File: config.mk
export PLATFORM = sky130hd
export DESIGN_NAME = trim_clock_divider
export DESIGN_NICKNAME = d
export VERILOG_FILES = /design/src/rtl/trim_pkg.sv /design/src/rtl/trim_swallow_gate.sv /design/src/rtl/trim_phase_div.sv /design/src/rtl/trim_clock_divider.sv
export SDC_FILE = /design/constraint.sdc
export NUM_CORES = 1
export LEC_CHECK = 0
export ABC_AREA = 1
export BUFFER_PORTS_ARGS = -buffer_cell sky130_fd_sc_hd__buf_2
export CORE_ASPECT_RATIO = 0.8
export CORE_MARGIN = 2
export CORE_UTILIZATION = 60
export DETAILED_ROUTE_END_ITERATION = 16
export HOLD_SLACK_MARGIN = 0.08
export PLACE_DENSITY = 0.8
export SYNTH_ARGS = -nofsm -noshare
export SYNTH_HDL_FRONTEND = slang
export SYNTH_SLANG_ARGS = --single-unit
File: constraint.sdc
create_clock -name clk -period 3.6 [get_ports clk]
set_clock_uncertainty 0.05 [all_clocks]
set_input_delay 0.72 -clock clk [delete_from_list [all_inputs] [get_ports clk]]
set_output_delay 0.72 -clock clk [all_outputs]
set_load 0.03 [all_outputs]
File: src/rtl/trim_pkg.sv
package trim_pkg;
  // Duty of the tuning waveform is one part in this many of a phase turn
  localparam int DUTY_DIV = 5;

  function automatic int max_int(input int a, input int b);
    return (a > b) ? a : b;
  endfunction
endpackage

File: src/rtl/trim_swallow_gate.sv
module trim_swallow_gate #(
  parameter int WIN_CYCLES = 1015808,
  parameter int TRIM_W     = 8
) (
  input  logic              clk,
  input  logic              rst,
  input  logic              osc_tick,
  input  logic [TRIM_W-1:0] trim_val,
  input  logic              trim_off,
  output logic              pass_tick
);
  import trim_pkg::*;

  localparam int WIN_W = $clog2(WIN_CYCLES);
  localparam int CMP_W = max_int(WIN_W, TRIM_W) + 1;
  localparam logic [WIN_W-1:0] WIN_LAST = WIN_W'(WIN_CYCLES - 1);
  localparam logic [CMP_W-1:0] HEAD_MAX = CMP_W'(2 ** TRIM_W);

  logic [WIN_W-1:0]  win_pos;
  logic [TRIM_W-1:0] win_trim;
  logic [TRIM_W-1:0] eff_trim;
  logic              at_head;
  logic              drop;

  // window position and the trim count held for the whole window
  always_ff @(posedge clk) begin
    if (rst) begin
      win_pos  <= '0;
      win_trim <= '0;
    end else if (osc_tick) begin
      win_pos <= (win_pos == WIN_LAST) ? '0 : win_pos + 1'b1;
      if (win_pos == '0) win_trim <= trim_val;
    end
  end

  always_comb begin
    eff_trim  = (win_pos == '0) ? trim_val : win_trim;
    at_head   = CMP_W'(win_pos) < CMP_W'(eff_trim);
    drop      = osc_tick && !trim_off && at_head;
    pass_tick = osc_tick && !drop;
  end

  assert_window_wrap_R2: assert property (@(posedge clk) disable iff (rst)
    $past(osc_tick) && !$past(rst) |->
      win_pos == (($past(win_pos) == WIN_LAST) ? '0 : $past(win_pos) + 1'b1));

  assert_window_hold_R2: assert property (@(posedge clk) disable iff (rst)
    !$past(osc_tick) && !$past(rst) |-> $stable(win_pos));

  assert_drop_in_head_R3: assert property (@(posedge clk) disable iff (rst)
    osc_tick && !pass_tick |-> CMP_W'(win_pos) < HEAD_MAX);

  assert_trim_held_R5: assert property (@(posedge clk) disable iff (rst)
    !$past(rst) && $past(win_pos) != '0 |-> $stable(win_trim));
endmodule

File: src/rtl/trim_phase_div.sv
module trim_phase_div #(
  parameter int ACC_STEP = 100,
  parameter int ACC_MOD  = 32768
) (
  input  logic clk,
  input  logic rst,
  input  logic pass_tick,
  input  logic tune_mode,
  output logic strobe,
  output logic tune_wave
);
  import trim_pkg::*;

  localparam int ACC_W = $clog2(ACC_MOD + ACC_STEP);
  localparam logic [ACC_W-1:0] STEP_V = ACC_W'(ACC_STEP);
  localparam logic [ACC_W-1:0] MOD_V  = ACC_W'(ACC_MOD);
  localparam logic [ACC_W-1:0] DUTY_V = ACC_W'(ACC_MOD / DUTY_DIV);

  logic [ACC_W-1:0] phase;
  logic [ACC_W-1:0] sum;
  logic             wrap;

  always_comb begin
    sum  = phase + STEP_V;
    wrap = sum >= MOD_V;
  end

  always_ff @(posedge clk) begin
    if (rst) begin
      phase     <= '0;
      strobe    <= 1'b0;
      tune_wave <= 1'b0;
    end else begin
      strobe    <= pass_tick && wrap;
      tune_wave <= tune_mode && (phase < DUTY_V);
      if (pass_tick) phase <= wrap ? sum - MOD_V : sum;
    end
  end

  assert_phase_range_R6: assert property (@(posedge clk) disable iff (rst)
    phase < MOD_V);

  assert_phase_step_R6: assert property (@(posedge clk) disable iff (rst)
    $past(pass_tick) && !$past(rst) |->
      32'(phase) == (32'($past(phase)) + ACC_STEP) % ACC_MOD);

  assert_single_pulse_R7: assert property (@(posedge clk) disable iff (rst)
    strobe |=> !strobe);

  assert_wave_quiet_R8: assert property (@(posedge clk) disable iff (rst)
    !$past(tune_mode) |-> !tune_wave);
endmodule

File: src/rtl/trim_clock_divider.sv
module trim_clock_divider #(
  parameter int WIN_CYCLES = 1015808,
  parameter int TRIM_W     = 8,
  parameter int ACC_STEP   = 100,
  parameter int ACC_MOD    = 32768
) (
  input  logic              clk,
  input  logic              rst,
  input  logic              osc_tick,
  input  logic [TRIM_W-1:0] trim_val,
  input  logic              trim_off,
  input  logic              tune_mode,
  output logic              tick_100hz,
  output logic              tune_wave
);
  logic pass_tick;

  trim_swallow_gate #(
    .WIN_CYCLES(WIN_CYCLES),
    .TRIM_W    (TRIM_W)
  ) i_gate (
    .clk      (clk),
    .rst      (rst),
    .osc_tick (osc_tick),
    .trim_val (trim_val),
    .trim_off (trim_off),
    .pass_tick(pass_tick)
  );

  trim_phase_div #(
    .ACC_STEP(ACC_STEP),
    .ACC_MOD (ACC_MOD)
  ) i_div (
    .clk      (clk),
    .rst      (rst),
    .pass_tick(pass_tick),
    .tune_mode(tune_mode),
    .strobe   (tick_100hz),
    .tune_wave(tune_wave)
  );

  assert_strobe_after_tick_R7: assert property (@(posedge clk) disable iff (rst)
    tick_100hz |-> $past(osc_tick));

  assert_off_no_drop_R4: assert property (@(posedge clk) disable iff (rst)
    $past(trim_off) && $past(osc_tick) && !$past(rst) && !$past(pass_tick, 1) |-> 1'b0);
endmodule

# Yosys cells after proc, flatten, opt, wreduce, memory -nomap -nowiden

Cells that the tools add are included.

Memories kept: 0
Input bits: 13
Register bits: 46
ROM bits: 0
Output and inout port bits: 2
Bits in writable memories: 0
Word-level logic and storage cells: 23
Bits in latches: 0

Div/mod/pow operators: 0
Magnitude comparators: 3
Add/subtract/negate cells: 3
Shift operators: 0
Muxes and demuxes: 3
Multiply operators: 0
Reduce and logical (&&, ||, !) cells: 8
Equal/unequal tests: 1
Bitwise gates (word level): 0

Operators with widths:

| cell                                                                    | number |
|---|---|
| 20-bit by 1-bit adder with 20-bit output (second input constant)        | 1 |
| 20-bit equality test (second input constant)                            | 1 |
| 20-bit logical NOT                                                      | 1 |
| 20-bit by 8-bit < comparator with 1-bit output                          | 1 |
| 20-bit two-way mux                                                      | 1 |
| 16-bit by 7-bit adder with 16-bit output (second input constant)        | 1 |
| 16-bit greater-or-equal comparator (second input constant)              | 1 |
| 16-bit by 13-bit < comparator with 1-bit output (second input constant) | 1 |
| 16-bit two-way mux                                                      | 1 |
| 16-bit subtractor (second input constant)                               | 1 |
| 8-bit two-way mux                                                       | 1 |
| 1-bit logical AND                                                       | 5 |
| 1-bit logical NOT                                                       | 2 |

# Depth between registers and ports, before layout

Gate-level depths: netlist of the first run.

Depth in word-level cells: 7
Mapped depth: 20
Gate-level depth less buffers: 19

# Modules after synthesis

Synthesis of the first run repeated with hierarchy kept, for this count alone.

Cells, all modules: 343
Area, all modules: 2,434.8 sq um

Modules (own cells, without submodules):

| module            | sequential area each (sq um) | instances | cells an instance | area each (sq um) |
|---|---|---|---|---|
| trim_swallow_gate | 560.5                        | 1         | 238               | 1,674.1 |
| trim_phase_div    | 320.3                        | 1         | 105               | 760.7 |

# Least setup slack after synthesis of the first run

OpenSTA, ideal clock, no wires.

Path kind: reg-to-reg
From: register i_gate.win_pos[0]
To: register i_div.phase[2]
Cell stages (with the launch flop): 18
Arrival: 2.455 ns
Data required time: 3.435 ns
Path slack: 0.980 ns
Buffers on the path: 1
Setup time: 0.115 ns
Period minus slack after synthesis: 2.620 ns
Cell sequence: dfxtp_1 -> inv_1 -> ha_1 -> nand2_1 -> nor2_2 -> nand3_4 -> inv_1 -> nand2_1 -> nand2_1 -> inv_1 -> ha_1 -> a211oi_1 -> nand4_1 -> a31oi_1 -> nand2_4 -> buf_4 -> a21oi_1 -> nor2_1

Cells in the longest elaborated chain, start to end: 6

RTL lines:

| element                                            | RTL line                | RTL |
|---|---|---|
| from (decl)                                        | trim_swallow_gate.sv:19 | `logic [WIN_W-1:0] win_pos;` |
| from (signal assigned)                             | trim_swallow_gate.sv:31 | `win_pos <= (win_pos == WIN_LAST) ? '0 : win_pos + 1'b1;` |
| 20-bit logical NOT                                 | trim_swallow_gate.sv:37 | `eff_trim = (win_pos == '0) ? trim_val : win_trim;` |
| 8-bit two-way mux                                  | trim_swallow_gate.sv:37 |  |
| 20-bit by 8-bit < comparator with 1-bit output (*) | trim_swallow_gate.sv:38 | `at_head = CMP_W'(win_pos) < CMP_W'(eff_trim);` |
| 1-bit logical AND (*)                              | trim_swallow_gate.sv:39 | `drop = osc_tick && !trim_off && at_head;` |
| 1-bit logical NOT (*)                              | trim_swallow_gate.sv:40 | `pass_tick = osc_tick && !drop;` |
| 1-bit logical AND (*)                              | trim_swallow_gate.sv:40 |  |
| to (signal assigned)                               | trim_phase_div.sv:36    | `if (pass_tick) phase <= wrap ? sum - MOD_V : sum;` |
| to (decl)                                          | trim_phase_div.sv:19    | `logic [ACC_W-1:0] phase;` |

Mark *: on every way between the ends. The rest lies on a longest branch, timed or not.
A chain may end at the register's enable or synchronous reset.

# Worst setup path after layout of the first run

From: register i_gate.win_pos[0]
To: register i_div.phase[5]

Same word-level chain as after synthesis.

==> impl_metrics.ini, run 1 <==
[global_route]
grt_max_degree = 26
antenna_found_initial = 0
grt_pass1_vias = 1716
track_usage_pct = 22.5
overflow = 0
grt_pass1_wl_um = 7740

[cells_and_area]
diodes = 0
fillerInstances = 347
final_layout_size_suffix_gt1_share_pct = 16.5
final_nets = 365
final_design_area_no_fill_mm2 = 0.00262
postLayoutCoreUtil_pct = 67.9
syn_to_final_growth_pct = 6.52
seq_area_um2 = 881
layout.cells.non_filler = 395
multi_input_area_mm2 = 0.00135

[sta]
tns_ps = 0
fin_crit_sh_pct = 81.4
relSlewSlack_pct = 61.4
finalHoldViolations = 0
worstMarginPinSlew_ps = 574
rsz0062_at_grt = false
period_minus_slack_ps = 2930
slew_violations = 0
fmax_mhz = 341
setup_viol = 0

[power_and_ir_drop]
leakage_nw = 1.18
powerDensity_mw_per_mm2 = 351
max-vdd-ir-drop_mv = 0.218

[setup_path]
required_ps = 3780
worstSetupStartpointType = flop
worstPathCellList = inv_1 -> ha_1 -> nand2_1 -> nor2_2 -> nand3_4 -> inv_1 -> nand2_1 -> nand2_1 -> inv_1 -> ha_1 -> a211oi_1 -> nand4_1 -> a31oi_1 -> nand2_4 -> nand2_4 -> nand2_1 -> a21oi_1
cp_num_buf_inv = 3
max_stage_delay_ps = 350
crit_slowest_cell = dfxtp_1
worstSetupPathType = flop to flop
cp_top_family = simple AND/OR/NAND/NOR gates
cp_max_fo = 15
path_common_cell = nand2_1
arrival_ps = 3110
crit_path_end_kind = flop

[die]
fp.dieArea_mm2 = 0.00462
rows = 20
dieWidth_um = 75.5
io_pins = 15
dieHeight_um = 61.2
start_util_pct = 63.7
core_mm2 = 0.00385

[cts]
cts_tree = yes
cts_hold_buf = 0
clock-sinks = 44
cts_made_buffers = 5
clk_pin_slew_ps = 70
clockBufferDepth = 2
post_cts.repair.setup_buffers = 0
htreeDepth = 2
clk_latency_ps = 300
cts-root-buf = clkbuf_8
cts-resized-gates = 0

[synth]
synth_compound_area_share_pct = 11.3
synth_nets = 352
syn_area_mm2 = 0.00246
yosys_register_bits = 44
synth_seq_area_share_pct = 35.9
synth-simple-area-share_pct = 31.8
synth_top_cells_by_area = dfxtp_1, nand2_1, inv_1
synth_top_family_by_area = simple AND/OR/NAND/NOR gates
synth_cells = 329
synth.most_common_cell = nand2_1
yosys.area_share.xor_xnor_pct = 6.42
synth.area.mux_share_pct = 0.408
synthAdderAreaFrac_pct = 5.09
post-synth-top-area-fraction_pct = 35.9
yosysTopAreaCell = dfxtp_1
synth_edf_count = 0
async_flop_share_pct = 0
synth.avg_cell_area_um2 = 7.47
ys.flop_type = dfxtp_1
yosys_warnings = 0
ys_types = 37
synth_common_cells = nand2_1, dfxtp_1, inv_1

[placed_design]
dp.cells = 390
gp_congestion = 0.839
place_area_mm2 = 0.00255
dp_hpwl_um = 3550
port_buffers = 14

[detailed_routing]
drt-total-wl_um = 4760
drt-wirelength-per-cell_um = 12.0
ant_nets = 0
drt_drc_violations_left = 0
vias_per_cell = 5.21
drtPass1Iterations = 4
vias = 2057
first_iter_violations = 137

[run]
maxCapViolCount = 0

[status]
status = completed

[min_path]
hold_path_class = flop to flop
==> placed cells by master (no fill, tap or decap), types with 3 or more instances in the layout <==
| cell | instances |
|---|---|
| a21oi_2 | 8 |
| xnor2_1 | 6 |
| buf_2 | 14 |
| dfxtp_1 | 44 |
| nor2_2 | 7 |
| ha_1 | 10 |
| inv_1 | 41 |
| nand3_1 | 18 |
| nand2_2 | 11 |
| nand4_1 | 8 |
| xor2_1 | 12 |
| nor3_1 | 7 |
| o211ai_1 | 8 |
| o21a_1 | 3 |
| nor2_1 | 32 |
| clkbuf_8 | 5 |
| nand2_1 | 68 |
| a21oi_1 | 14 |
==> state kept, by name (all words and copies together) (netlist names) <==
signal,count
i_gate.win_pos,20
i_div.tune_wave,1
i_div.strobe,1
i_div.phase,14
i_gate.win_trim,8
==> worst paths after layout <==
| path | startpoint | to | slack (ps) | cells past startpoint |
|---|---|---|---|---|
| worst max-delay path | i_gate.win_pos[0]$_SDFFE_PP0P_ | i_div.phase[5]$_SDFFE_PP0P_ | 670 | 17 |
| worst min-delay path | i_div.phase[15]$_SDFFE_PP0P_ | i_div.phase[15]$_SDFFE_PP0P_ | 420 | 2 |
| worst max register to register | i_gate.win_pos[0]$_SDFFE_PP0P_ | i_div.phase[5]$_SDFFE_PP0P_ | 670 | 17 |
| worst min register to register | i_div.phase[15]$_SDFFE_PP0P_ | i_div.phase[15]$_SDFFE_PP0P_ | 420 | 2 |
==> report_power, final <==
| part | internal, mW | switching [mW] | total [mW] |
|---|---|---|---|
| sequential | 0.501 | 0.0114 | 0.512 |
| combinational | 0.0452 | 0.0797 | 0.125 |
| clock | 0.125 | 0.155 | 0.280 |
| total | 0.671 | 0.246 | 0.917 |
==> per-stage QoR <==
stage	power [mW]	hold slack, ps	setup WS [ps]
finish	0.917	424	668
CTS	0.928	425	649
global placement	0.645	414	800
detailed placement	0.649	414	677
global route	0.967	445	329
floorplan	0.623	391	980
==> worst reg2reg max path, delay by kind of cell (launching register included) <==
kind	cells	cell delay, ps
AOI/OAI and AO/OA	3	590
adders and majority gates	2	490
buffers and inverters	3	320
DFF	1	350
and+or+nand+nor	9	1080
==> routing by layer <==
layer  vias up  global-route usage, %  part of all wire [%]  routed length, µm
met3         7                   6.55                   4.1                195
met4         0                   6.77                   1.3                 62
li1       1086                      -                     -                  -
met2        39                   31.9                    43               2030
met1       925                   33.1                    52               2470
met5         -                      0                     0                  0
==> cell families after synthesis <==
| family | count (synthesis) |
|---|---|
| mux | 1 |
| simple gates | 163 |
| flops | 44 |
| buf+inv | 53 |
| compound gates | 40 |
| fa+ha+maj | 10 |
| xor+xnor | 18 |
==> area by class of cell <==
type / instances / area share, %
multi-input combinational: 232 / 51.7
sequential: 44 / 33.7
timing repair buffer: 16 / 3.25
tap: 55 / 2.63
clock buffer: 5 / 2.63
inverter: 43 / 6.17
(Power assumes the default switching activity.)
==> inputs of run 2 (changes only) <==
--- a/config.mk
+++ b/config.mk
@@ -5,14 +5,14 @@
 export SDC_FILE = /design/constraint.sdc
 export NUM_CORES = 1
 export LEC_CHECK = 0
-export ABC_AREA = 1
+export ABC_AREA = 0
 export BUFFER_PORTS_ARGS = -buffer_cell sky130_fd_sc_hd__buf_2
 export CORE_ASPECT_RATIO = 0.8
 export CORE_MARGIN = 2
-export CORE_UTILIZATION = 60
+export CORE_UTILIZATION = 59
 export DETAILED_ROUTE_END_ITERATION = 16
 export HOLD_SLACK_MARGIN = 0.08
-export PLACE_DENSITY = 0.8
+export PLACE_DENSITY = 0.79
 export SYNTH_ARGS = -nofsm -noshare
 export SYNTH_HDL_FRONTEND = slang
 export SYNTH_SLANG_ARGS = --single-unit
==> constraint.sdc (replaced) <==
create_clock -name clk -period 3.02 [get_ports clk]
set_clock_uncertainty 0.05 [all_clocks]
set_input_delay 0.604 -clock clk [delete_from_list [all_inputs] [get_ports clk]]
set_output_delay 0.604 -clock clk [all_outputs]
set_load 0.03 [all_outputs]
==> run 2 against run 1 <==
  * The run now ends with setup timing left
  * Maximum frequency is 11% lower
  * Hold slack better by 50 ps
  * Largest power group unchanged
  * Area after synthesis is 9.2% lower
==> impl_metrics.ini, run 2 <==
[synth]
synth_common_cells = dfxtp_1, nor2_1, a21oi_1
yosys_register_bits = 44
synth_nets = 277
synth_compound_area_share_pct = 13.1
synth.area.mux_share_pct = 5.55
synthAdderAreaFrac_pct = 5.61
yosys.area_share.xor_xnor_pct = 7.07
synth.avg_cell_area_um2 = 8.78
ys_types = 40
async_flop_share_pct = 0
yosys_warnings = 0
synth_edf_count = 0
synth_top_cells_by_area = dfxtp_1, nor2_1, ha_1
synth-simple-area-share_pct = 25.9
synth_top_family_by_area = simple AND/OR/NAND/NOR gates
post-synth-top-area-fraction_pct = 39.5
synth.most_common_cell = dfxtp_1
synth_seq_area_share_pct = 39.5
synth_cells = 254
syn_area_mm2 = 0.00223
ys.flop_type = dfxtp_1
yosysTopAreaCell = dfxtp_1

[setup_path]
crit_slowest_cell = or4_4
worstSetupStartpointType = flop
worstPathCellList = nor4_4 -> and3_4 -> and3_4 -> buf_4 -> mux2i_2 -> ha_1 -> a21o_1 -> a21oi_1 -> o2111ai_2 -> o211ai_2 -> buf_6 -> or4_4 -> a21oi_2
crit_path_end_kind = flop
worstSetupPathType = flop to flop
cp_max_fo = 6
path_common_cell = and3_4
arrival_ps = 3490
required_ps = 3230
cp_num_buf_inv = 2
max_stage_delay_ps = 520
cp_top_family = simple AND/OR/NAND/NOR gates

[cts]
cts-root-buf = clkbuf_8
cts_made_buffers = 5
clockBufferDepth = 2
clock-sinks = 44
htreeDepth = 2
cts_hold_buf = 0
clk_pin_slew_ps = 100
cts_tree = yes
clk_latency_ps = 320

[sta]
fmax_mhz = 304
fin_crit_sh_pct = 109
rsz0062_at_grt = true
tns_ps = -2180
setup_viol = 15
worstMarginPinSlew_ps = 613
slew_violations = 0
setup_slack_ps = -265
period_minus_slack_ps = 3290
finalHoldViolations = 0
relSlewSlack_pct = 59.1

[die]
rows = 19
io_pins = 15
dieHeight_um = 59
fp.dieArea_mm2 = 0.00429
start_util_pct = 63.4
dieWidth_um = 72.8
core_mm2 = 0.00352

[cells_and_area]
largestRegisters = i_gate.win_pos: 20 flops, i_div.phase: 14 flops, i_gate.win_trim: 8 flops
layout.cells.non_filler = 352
layout_commonest_cell = dfxtp_1
final_nets = 332
final_layout_size_suffix_gt1_share_pct = 32.9
syn_to_final_growth_pct = 32.1
diodes = 0
largest_register_ffs = 20
most-common-layout-cells = dfxtp_1, nor2_1, buf_4
top_register = i_gate.win_pos

[global_route]
antenna_found_initial = 0
grt_pass1_vias = 2024
grt_max_degree = 34
overflow = 0
grt_pass1_wl_um = 9210
track_usage_pct = 27.9

[detailed_routing]
ant_nets = 0
drt-total-wl_um = 5940
drtPass1Iterations = 7
vias = 2162
drt-wirelength-per-cell_um = 16.9
drt_drc_violations_left = 0
first_iter_violations = 178
vias_per_cell = 6.14

[status]
violations = setup timing
status = complete, but fails checks

[min_path]
hold_path_class = flop to flop

[placed_design]
dp_hpwl_um = 3330
dp.cells = 332
gp_congestion = 0.887
port_buffers = 14

[run]
maxCapViolCount = 0

[power_and_ir_drop]
powerDensity_mw_per_mm2 = 407
leakage_nw = 1.17
max-vdd-ir-drop_mv = 0.350
## run 2: cell types whose count changed after synthesis, sizes merged, moves of 4 or more
cell and delta:
and3 +4, mux2i +8, or3 +8, nand3 -9, o21ai +8, a21oi -8, inv -35, nand2 -68
a211oi +7, o211ai -7
## run 2: stage by stage
stage / area [µm²] / hold WS [ps] / total power [mW] / setup slack (ps) / utilization [%]
after CTS: 2850 / 446 / 1.17 / -77.1 / 81.1
after floorplan: 2260 / 406 / 0.715 / 7.64 / -
after detailed placement: 2560 / 429 / 0.757 / -173 / 72.7
final: 2950 / 474 / 1.20 / -265 / 83.7
after global placement: 2560 / 421 / 0.752 / -59.2 / 72.7
after global routing: 2950 / 488 / 1.24 / -354 / 83.7
## run 2: layout make-up
class | instances | area, µm²
Timing Repair Buffer | 57 | 428
Fill cell | 180 | 572
Multi-Input combinational cell | 193 | 1460
Inverter | 8 | 30.0
Sequential cell | 44 | 886
Clock inverter | 3 | 23.8
Tap cell | 42 | 52.6
Clock buffer | 5 | 68.8
## run 2: timing repair
item | 4_1_cts | 5_1_grt
gates resized for setup | 28 | 13
gates cloned | 0 | 0
pin swaps | 15 | 8
setup endpoints to repair | 15 | 15
buffers inserted | 9 | 3
## run 2: cells by family (layout without fill, tap and decap cells)
kind of cell / Yosys count / count (layout)
fa+ha+maj: 10 / 10
flops: 44 / 44
xor+xnor: 18 / 18
simple gates: 109 / 109
buf+inv: 17 / 73
mux: 12 / 12
compound gates: 44 / 44
## run 2: final timing paths
kind,from,endpoint,slack (ps),cells after the start
max reg2reg,i_gate.win_pos[13]$_SDFFE_PP0P_,i_div.phase[11]$_SDFFE_PP0P_,-270,13
max,i_gate.win_pos[13]$_SDFFE_PP0P_,i_div.phase[11]$_SDFFE_PP0P_,-270,13
min,i_div.phase[13]$_SDFFE_PP0P_,i_div.phase[13]$_SDFFE_PP0P_,470,2
min reg2reg,i_div.phase[13]$_SDFFE_PP0P_,i_div.phase[13]$_SDFFE_PP0P_,470,2
## run 2: worst min-delay path, stage by stage (launching register included)
cell	delay, ps
dfxtp_1	350
o31ai_1	70
a21oi_1	60
## run 2: power breakdown
part	internal, mW	leakage, nW	switching, mW
Clock	0.164	0.0404	0.221
Combinational	0.107	0.771	0.0979
Sequential	0.596	0.360	0.0144
Total	0.867	1.17	0.334
## run 2: routing by layer
layer / track usage (%) / up-vias / share of wire [%]
met3: 7.31 / 30 / 6.9
met5: 0 / - / 0
met2: 46.0 / 117 / 46
li1: - / 1026 / -
met4: 9.52 / 0 / 3.9
met1: 35.9 / 989 / 44
==> inputs of run 3 (changes only) <==
--- a/config.mk
+++ b/config.mk
@@ -15,4 +15,5 @@
 export PLACE_DENSITY = 0.79
 export SYNTH_ARGS = -nofsm -noshare
 export SYNTH_HDL_FRONTEND = slang
+export SYNTH_HIERARCHICAL = 1
 export SYNTH_SLANG_ARGS = --single-unit
==> run 3 against run 2 <==
  * Flip-flop and latch count unchanged
  * Total power is 2.6% higher
  * Sequential share of layout area grew 1.7 points
  * Wire length decreased by 16%
  * Global-route usage is 3.1 points lower
  * Highest routed layer unchanged
  * First-iteration DRC count fell by 38%
  * Hold slack got worse by 9.9 ps
  * The run still ends with setup timing left
  * Clock power rose by 19%
  * Combinational power shrank 21%
==> impl_metrics.ini, run 3 <==
[placed_design]
place_area_mm2 = 0.00263
gp_congestion = 0.866
dp_hpwl_um = 3590
port_buffers = 14

[min_path]
hold_path_class = flop to flop

[global_route]
overflow = 0
grt_max_degree = 34
grt_pass1_vias = 1995
grt_pass1_wl_um = 8330
antenna_found_initial = 0
track_usage_pct = 24.8

[synth]
synth_nets = 273
async_flop_share_pct = 0
synth_cells = 250
yosys_warnings = 6
ys.flop_type = dfxtp_1
yosys_register_bits = 44
syn_area_mm2 = 0.00226
synth.most_common_cell = dfxtp_1
synth_top_family_by_area = simple AND/OR/NAND/NOR gates
synth_edf_count = 0
yosysTopAreaCell = dfxtp_1
synth.area.mux_share_pct = 8.02
synth-simple-area-share_pct = 25.8
synth_seq_area_share_pct = 38.9
ys_types = 43
synthAdderAreaFrac_pct = 5.53
synth.avg_cell_area_um2 = 9.05
post-synth-top-area-fraction_pct = 38.9
synth_common_cells = dfxtp_1, nor2_1, mux2i_1
synth_compound_area_share_pct = 11.7
yosys.area_share.xor_xnor_pct = 7.74
synth_top_cells_by_area = dfxtp_1, mux2i_1, nor2_1

[sta]
setup_viol = 15
relSlewSlack_pct = 53.2
rsz0062_at_grt = true
finalHoldViolations = 0
fin_crit_sh_pct = 114
fmax_mhz = 290
period_minus_slack_ps = 3440
slew_violations = 0
worstMarginPinSlew_ps = 696
setup_slack_ps = -424

[detailed_routing]
drt-wirelength-per-cell_um = 14.6
ant_nets = 0
vias_per_cell = 5.96
vias = 2040
drt-total-wl_um = 4990
drt_drc_violations_left = 0
first_iter_violations = 110
drtPass1Iterations = 4

[cells_and_area]
final_nets = 320
final_design_area_no_fill_mm2 = 0.00279
layout_commonest_cell = dfxtp_1
syn_to_final_growth_pct = 23.2
fillerInstances = 268
largest_register_ffs = 20
final_layout_size_suffix_gt1_share_pct = 26.8
postLayoutCoreUtil_pct = 74.8
largestRegisters = i_gate/win_pos: 20 flops, i_div/phase: 14 flops, i_gate/win_trim: 8 flops
most-common-layout-cells = dfxtp_1, nor2_1, buf_4
diodes = 0
top_register = i_gate/win_pos

[setup_path]
worstSetupPathType = flop to flop
required_ps = 3200
cp_max_fo = 6
worstPathCellList = or4_4 -> nor4_4 -> buf_4 -> mux2i_1 -> ha_1 -> a21oi_2 -> o211ai_1 -> o31ai_2 -> a21o_1 -> o31ai_2 -> buf_4 -> nand2_4 -> buf_6 -> or3_4 -> a21oi_2
max_stage_delay_ps = 560
arrival_ps = 3620
crit_path_end_kind = flop
crit_slowest_cell = or4_4
worstSetupStartpointType = flop
r2r_setup_slack_ps = -420

[power_and_ir_drop]
switching_power_uw = 312
power.share.switching_pct = 25.3
p_total_mw = 1.23
combPwrFrac_pct = 13.1
max-vdd-ir-drop_mv = 0.294
powerDensity_mw_per_mm2 = 442
p_clk_share_pct = 37.3
intPower_uw = 920
leakage_nw = 1.22
p_seq_share_pct = 49.6

[die]
dieHeight_um = 59.4
start_util_pct = 60.7
io_pins = 15
rows = 20
dieWidth_um = 73.2
core_mm2 = 0.00373
fp.dieArea_mm2 = 0.00435

[cts]
clock-sinks = 44
cts_hold_buf = 0
cts_tree = yes
cts_made_buffers = 5
clk_pin_slew_ps = 90
clk_latency_ps = 300
cts-root-buf = clkbuf_8
clockBufferDepth = 2
htreeDepth = 2

[status]
status = complete, but fails checks
violations = setup timing

[run]
maxCapViolCount = 0
run 3: metal layers:
| metal | GRT usage (%) | share of wire [%] | vias to the layer above |
|---|---|---|---|
| met2 | 40.5 | 49 | 55 |
| met5 | 0 | 0 | - |
| met1 | 30.6 | 45 | 983 |
| met3 | 6.46 | 5.1 | 6 |
| li1 | - | - | 996 |
| met4 | 11.9 | 0.92 | 0 |
run 3: path summary, 6_finish.rpt:
check,from,end,depth (start not counted)
min,i_gate/win_trim[5]$_SDFFE_PP0P_,i_gate/win_trim[5]$_SDFFE_PP0P_,2
max reg2reg,i_gate/win_pos[8]$_SDFFE_PP0P_,i_div/phase[8]$_SDFFE_PP0P_,15
max,i_gate/win_pos[8]$_SDFFE_PP0P_,i_div/phase[8]$_SDFFE_PP0P_,15
min reg2reg,i_gate/win_trim[5]$_SDFFE_PP0P_,i_gate/win_trim[5]$_SDFFE_PP0P_,2
run 3: metrics by stage:
stage / instances / hold slack [ps] / worst slack [ps] / setup TNS, ps
detailed placement: 333 / 445 / -566 / -6910
global placement: 333 / 426 / -428 / -4970
floorplan: 250 / 413 / -538 / -5940
finish: 342 / 464 / -424 / -4980
CTS: 342 / 468 / -398 / -4710
global route: 342 / 496 / -609 / -7730
run 3: critical path, delay by kind of cell (launching register included):
family	cells	cell delay [ps]
flops	1	330
buf+inv	3	530
mux	1	80
fa+ha+maj	1	330
simple gates	4	1270
compound gates	6	770
run 3: area by class of cell:
cell class / count / area, µm² / share of cell area (%)
Timing Repair Buffer: 47 / 329 / 11.8
Multi-Input combinational cell: 193 / 1380 / 49.4
Tap cell: 44 / 55.1 / 1.97
Clock buffer: 5 / 68.8 / 2.47
Sequential cell: 44 / 885 / 31.7
Clock inverter: 3 / 47.5 / 1.71
Inverter: 6 / 25.0 / 0.898
run 3: cell families (layout without fill, tap and decap cells):
| group | count (synthesis) | in the layout |
|---|---|---|
| simple gates | 109 | 109 |
| compound gates | 36 | 36 |
| xor+xnor | 20 | 20 |
| flops | 44 | 44 |
| buf+inv | 13 | 61 |
| fa+ha+maj | 10 | 10 |
| mux | 18 | 18 |
run 3: what timing repair did:
| item | CTS | global route |
|---|---|---|
| setup endpoints to repair | 15 | 15 |
| pin swaps | 5 | 4 |
| resized for setup | 4 | 7 |
| setup buffers | 1 | 0 |
run 3: power by group through the flow:
stage / logic (mW) / registers [mW] / clock network, mW
floorplan: 0.107 / 0.624 / 0
global placement: 0.151 / 0.624 / 0
detailed placement: 0.158 / 0.625 / 0
CTS: 0.158 / 0.611 / 0.470
global route: 0.177 / 0.614 / 0.497
finish: 0.162 / 0.611 / 0.459
